## config.mk

```make
export PLATFORM = sky130hd
export DESIGN_NAME = bincnt_chain
export DESIGN_NICKNAME = d
export VERILOG_FILES = /design/src/rtl/bincnt_pkg.sv /design/src/rtl/bincnt_carry.sv /design/src/rtl/bincnt_stage.sv /design/src/rtl/bincnt_chain.sv
export SDC_FILE = /design/constraint.sdc
export NUM_CORES = 1
export LEC_CHECK = 0
export ABC_AREA = 1
export CAP_MARGIN = 20
export CORE_AREA = 3 3 40 42
export DETAILED_ROUTE_END_ITERATION = 10
export DIE_AREA = 0 0 43 45
export DONT_BUFFER_PORTS = 1
export MAX_ROUTING_LAYER = met4
export PLACE_DENSITY = 0.56
export SYNTH_ARGS = -nofsm -noshare
export SYNTH_HDL_FRONTEND = slang
export SYNTH_HIERARCHICAL = 1
export SYNTH_SLANG_ARGS = --single-unit
```

## constraint.sdc

```tcl
create_clock -name clk -period 1.4 [get_ports clk]
set_input_delay 0.21 -clock clk [delete_from_list [all_inputs] [get_ports clk]]
set_output_delay 0.21 -clock clk [all_outputs]
set_load 0.01 [all_outputs]
```

## src/rtl/bincnt_pkg.sv

```systemverilog
package bincnt_pkg;

   typedef enum logic [1:0] {
      OP_HOLD   = 2'd0,
      OP_COUNT  = 2'd1,
      OP_PRESET = 2'd2,
      OP_ZERO   = 2'd3
   } op_e;

   // Priority: zero request, then preset request, then enabled counting.
   function automatic op_e pick_op(input logic zero_n, input logic preset_n,
                                   input logic cnt_en, input logic pass_en);
      if (!zero_n)                 return OP_ZERO;
      else if (!preset_n)          return OP_PRESET;
      else if (cnt_en && pass_en)  return OP_COUNT;
      else                         return OP_HOLD;
   endfunction

endpackage

```

## src/rtl/bincnt_carry.sv

```systemverilog
module bincnt_carry #(
   parameter int W = 4
) (
   input  logic [W-1:0] value,
   input  logic         pass_en,
   output logic         carry
);
   if (W < 1) begin : g_bad_width
      $error("bincnt_carry: W must be at least 1");
   end

   // Terminal-count detect gated by the feed-forward enable.
   assign carry = pass_en & (&value);
endmodule

```

## src/rtl/bincnt_stage.sv

```systemverilog
module bincnt_stage
   import bincnt_pkg::*;
#(
   parameter int W = 4
) (
   input  logic         clk,
   input  logic         zero_n,
   input  logic         preset_n,
   input  logic         cnt_en,
   input  logic         pass_en,
   input  logic [W-1:0] preset_val,
   output logic [W-1:0] count,
   output logic         carry
);
   localparam logic [W-1:0] ALL_ONES = {W{1'b1}};
   localparam logic [W-1:0] ONE      = {{(W-1){1'b0}}, 1'b1};

   if (W < 1) begin : g_bad_width
      $error("bincnt_stage: W must be at least 1");
   end

   op_e          op;
   logic [W-1:0] nxt;

   assign op = pick_op(zero_n, preset_n, cnt_en, pass_en);

   always_comb begin
      unique case (op)
         OP_ZERO:   nxt = '0;
         OP_PRESET: nxt = preset_val;
         OP_COUNT:  nxt = count + ONE;
         default:   nxt = count;
      endcase
   end

   always_ff @(posedge clk) count <= nxt;

   bincnt_carry #(.W(W)) u_carry (
      .value   (count),
      .pass_en (pass_en),
      .carry   (carry)
   );

   // Assertion qualifier: $past is meaningful only after the first edge.
   logic past_ok = 1'b0;
   always_ff @(posedge clk) past_ok <= 1'b1;

   assert_zero_wins_R1: assert property (@(posedge clk) disable iff (!past_ok)
      !zero_n |=> count == '0);

   assert_preset_loads_R2: assert property (@(posedge clk) disable iff (!past_ok)
      (zero_n && !preset_n) |=> count == $past(preset_val));

   assert_count_step_R3: assert property (@(posedge clk) disable iff (!past_ok)
      (zero_n && preset_n && cnt_en && pass_en) |=> count == $past(count) + ONE);

   assert_hold_R4: assert property (@(posedge clk) disable iff (!past_ok)
      (zero_n && preset_n && !(cnt_en && pass_en)) |=> $stable(count));

   assert_wrap_R5: assert property (@(posedge clk) disable iff (!past_ok)
      (zero_n && preset_n && cnt_en && pass_en && count == ALL_ONES) |=> count == '0);

   always_comb begin
      assert_carry_gate_R6: assert (!carry || (pass_en && count == ALL_ONES));
   end
endmodule

```

## src/rtl/bincnt_chain.sv

```systemverilog
module bincnt_chain #(
   parameter int DIGIT_W   = 4,
   parameter int STAGES    = 2,
   parameter bit LOOKAHEAD = 1'b0
) (
   input  logic                        clk,
   input  logic                        zero_n,
   input  logic                        preset_n,
   input  logic                        cnt_en,
   input  logic                        chain_en,
   input  logic [DIGIT_W*STAGES-1:0]   preset_val,
   output logic [DIGIT_W*STAGES-1:0]   count,
   output logic                        carry_out
);
   localparam int TOTAL_W = DIGIT_W * STAGES;
   localparam logic [TOTAL_W-1:0] FULL = {TOTAL_W{1'b1}};

   if (DIGIT_W < 1) begin : g_bad_digit
      $error("bincnt_chain: DIGIT_W must be at least 1");
   end
   if (STAGES < 1) begin : g_bad_stages
      $error("bincnt_chain: STAGES must be at least 1");
   end

   logic [STAGES-1:0] carry_vec;
   logic [STAGES-1:0] pass_vec;

   logic past_ok = 1'b0;
   always_ff @(posedge clk) past_ok <= 1'b1;

   for (genvar k = 0; k < STAGES; k++) begin : g_stage
      if (k == 0) begin : g_first
         assign pass_vec[k] = chain_en;
      end else if (LOOKAHEAD) begin : g_look
         // Enable formed directly from all lower digits: one AND level.
         assign pass_vec[k] = chain_en & (&count[k*DIGIT_W-1:0]);
         always_comb begin
            assert_look_matches_R6: assert (pass_vec[k] == carry_vec[k-1]);
         end
      end else begin : g_ripple
         assign pass_vec[k] = carry_vec[k-1];
      end

      bincnt_stage #(.W(DIGIT_W)) u_digit (
         .clk        (clk),
         .zero_n     (zero_n),
         .preset_n   (preset_n),
         .cnt_en     (cnt_en),
         .pass_en    (pass_vec[k]),
         .preset_val (preset_val[k*DIGIT_W +: DIGIT_W]),
         .count      (count[k*DIGIT_W +: DIGIT_W]),
         .carry      (carry_vec[k])
      );
   end

   assign carry_out = carry_vec[STAGES-1];

   always_comb begin
      assert_top_carry_R7: assert (!carry_out || (chain_en && count == FULL));
   end

   assert_wide_step_R3: assert property (@(posedge clk) disable iff (!past_ok)
      (zero_n && preset_n && cnt_en && chain_en) |=> count == $past(count) + 1'b1);

   assert_wide_wrap_R5: assert property (@(posedge clk) disable iff (!past_ok)
      (zero_n && preset_n && cnt_en && chain_en && count == FULL) |=> count == '0);
endmodule

```

==> impl_results.md <==
* Status: complete, no violations
* Worst Hold Depth at 2
* Mapped Nets at 73
* Max FFs per register at 8
* DRT antenna net count at 0
* Placed insts at between 70 and 80
* Core area at about 1300 sq um
* Pwr Total at between 0.5 and 0.6 mW
* H-tree Lvls at 1
* Reg with most FFs: g_stage.u_digit/count
* CP required at between 1 and 1.5 ns
* Hold_sp: zero_n
* Ys Warns at 6
* Synth Register Bits at 8
* CTS clk-pin slew, worst paths at roughly 0.050 ns
* Hold EP: g_stage[1].u_digit/count[3]$_DFFE_PP_
* Sequential element share of the synthesized area at 0.490
* Initial antenna violation count at 0
* Skew final at between 0.003 and 0.004 ns
* DP Area at roughly 550 sq um
* Vias in the first global route at about 460
* Port bufs at 0
* Post-synthesis xor/xnor area fraction at 0.0357
* Avg Inst Size Synth at approximately 8.5 sq um
* Drt wl/cell at approximately 15 microns
* Die Area at between 1500 and 2000 sq um
* Register-to-register setup slack at between 0.15 and 0.2 ns
* Initial DRC Count at 9
* Synthesized cell area at between 400 and 500 sq um
* Initial Utilization at 0.382
* Skew-Pair Late Insertion Delay at ~0.25 ns
* Max Clock Freq at between 700 and 800 MHz
* Final slew viol count at 0
* # setup viols final at 0
* Clk root buf: clkbuf_4
* Final Cycle Share at 0.941
* Leakage power at between 0.2 and 0.3 nW
* Finished Cell Area at slightly above 600 sq um
* End of the worst register-to-register path: g_stage[0].u_digit/count[2]$_DFFE_PP_
* CP Capture Type: primary output
* Peak VDD IR at around 570 uV
* IO Count at 22
* Regs by FF count: g_stage.u_digit/count (8)
* CP arrival at around 1.1 ns
* MaxCap Viol Count at 0
* Post-synth cell types at 9
* Dpl hpwl at about 940 microns
* Final WL at between 1000 and 1500 microns
* Final Non-Filler Cells at 84
* Site Rows at 13
* Reg2reg start: g_stage[0].u_digit/count[0]$_DFFE_PP_
* RSZ-0062 raised after global routing: yes
* Diode count at 0
* Worst R2R Path Depth at 4
* Layout cells sized above 1 at 0.217
* CTS sink count at 8
* Hold Buf Count CTS at 0
* Max-slew headroom at 0.803
* Total global routing overflow at 0
* Worst min path class: in2reg
* Compound-Gate Fraction of Synth Area at 0.0408
* Synth Area in Adders at 0.0510
* PD cells at between 900 and 1000 nW/um^2
* CTS buffer count at 3
* Die width at 43 microns
* Time the worst path needs with I/O delays and setup at 1.32 ns
* Largest net degree at the start of global routing at 15
* CTS tree: done
* Post-layout util at 0.480
* Post-synthesis mux area share at 0
* Vias per cell at between 5 and 6
* Worst-case clock buffer depth at 2
* Total track usage at 0.156
* Simple logic cell fraction of the synthesized area at 0.352
* Final nets at 86
* GP Congestion at between 0.7 and 0.8
* Drt drc at 0
* Worst setup SP type: flip-flop
* Final Hold Slack at 0.180 ns
* Die height at about 45 microns
* Kind of critical path: reg2out
* Drt first pass iters at 4
* Cells after Synth at 58
* Worst-margin pin slew at 0.295 ns
* Routed vias at between 400 and 500
* Largest family of logic cells by synthesized area: simple AND/OR/NAND/NOR gates
* Hold Vio Cnt, Final at 0
* CP max FO at 3
* First-pass GRT wire length at between 2000 and 2500 microns
* Layout area overhead at 25.8%
## report_power, final
| part | switching [mW] | internal, mW |
|---|---|---|
| clock network | 0.0731 | 0.0977 |
| logic | 0.0490 | 0.0419 |
| registers | 0.0196 | 0.287 |
## cell usage after synthesis, drive strengths merged
cell / number / area, sq um
nand3: 16 / 80.1
nand2: 14 / 52.6
edfxtp: 8 / 240
inv: 4 / 15.0
nand4: 4 / 25.0
nor2: 4 / 15.0
o21ai: 4 / 20.0
ha: 2 / 25.0
xnor2: 2 / 17.5
## critical path, stage by stage, from the launching register on
cell and delay, ns:
edfxtp_1 0.38, nand3_2 0.10, nor2_4 0.14, nand3_2 0.10, nor2_4 0.14
## layer usage
| layer | wire [microns] | track usage |
|---|---|---|
| met1 | 541 | 0.165 |
| met2 | 551 | 0.225 |
| met3 | 122 | 0.104 |
| met4 | 15 | 0.0723 |
| met5 | 0 | - |
## how the worst max path moves through the flow
stage,startpoint,endpoint,slack (ns)
2_1_floorplan,g_stage[0].u_digit/count[2]$_DFFE_PP_,g_stage[1].u_digit/count[0]$_DFFE_PP_,0.20
3_3_place_gp,g_stage[0].u_digit/count[0]$_DFFE_PP_,g_stage[1].u_digit/count[1]$_DFFE_PP_,0.18
3_5_place_dp,g_stage[0].u_digit/count[0]$_DFFE_PP_,g_stage[1].u_digit/count[1]$_DFFE_PP_,0.14
4_1_cts,g_stage[0].u_digit/count[1]$_DFFE_PP_,carry_out,0.02
5_1_grt,g_stage[0].u_digit/count[2]$_DFFE_PP_,carry_out,-0.02
6_report,g_stage[0].u_digit/count[2]$_DFFE_PP_,carry_out,0.08
## stage by stage
stage | setup slack, ns | setup TNS [ns]
3_5_place_dp | 0.137 | 0
3_3_place_gp | 0.181 | 0
5_1_grt | -0.0153 | -0.0153
4_1_cts | 0.0166 | 0
2_1_floorplan | 0.198 | 0
6_report | 0.0832 | 0
## kinds of logic after synthesis
kind of cell	count (synthesis)
compound gates	4
fa+ha+maj	2
simple gates	38
xor+xnor	2
buf+inv	4
flops	8
## placed cells by master (no fill, tap or decap)
master | synthesis | routed
nand2_1 | 14 | 14
nor2_1 | 4 | 2
o21ai_0 | 4 | 4
inv_1 | 4 | 4
buf_4 | 0 | 8
xnor2_1 | 2 | 2
nand4_1 | 4 | 4
nand3_1 | 16 | 14
ha_1 | 2 | 2
nand3_2 | 0 | 2
edfxtp_1 | 8 | 8
nor2_4 | 0 | 2
clkbuf_4 | 0 | 3
## repair_timing
action	CTS	global route
setup buffers	1	1
setup endpoints to repair	1	6
pin swaps	0	2
gates resized for setup	1	5
## cell type report
class,instances,area [sq um]
multi-input cells,46,260
well taps,15,18.8
fillers,140,668
repair buffers,8,60.1
inverters,4,15.0
clock buffers,3,22.5
flip-flops and latches,8,240
(Power assumes the default switching activity.)
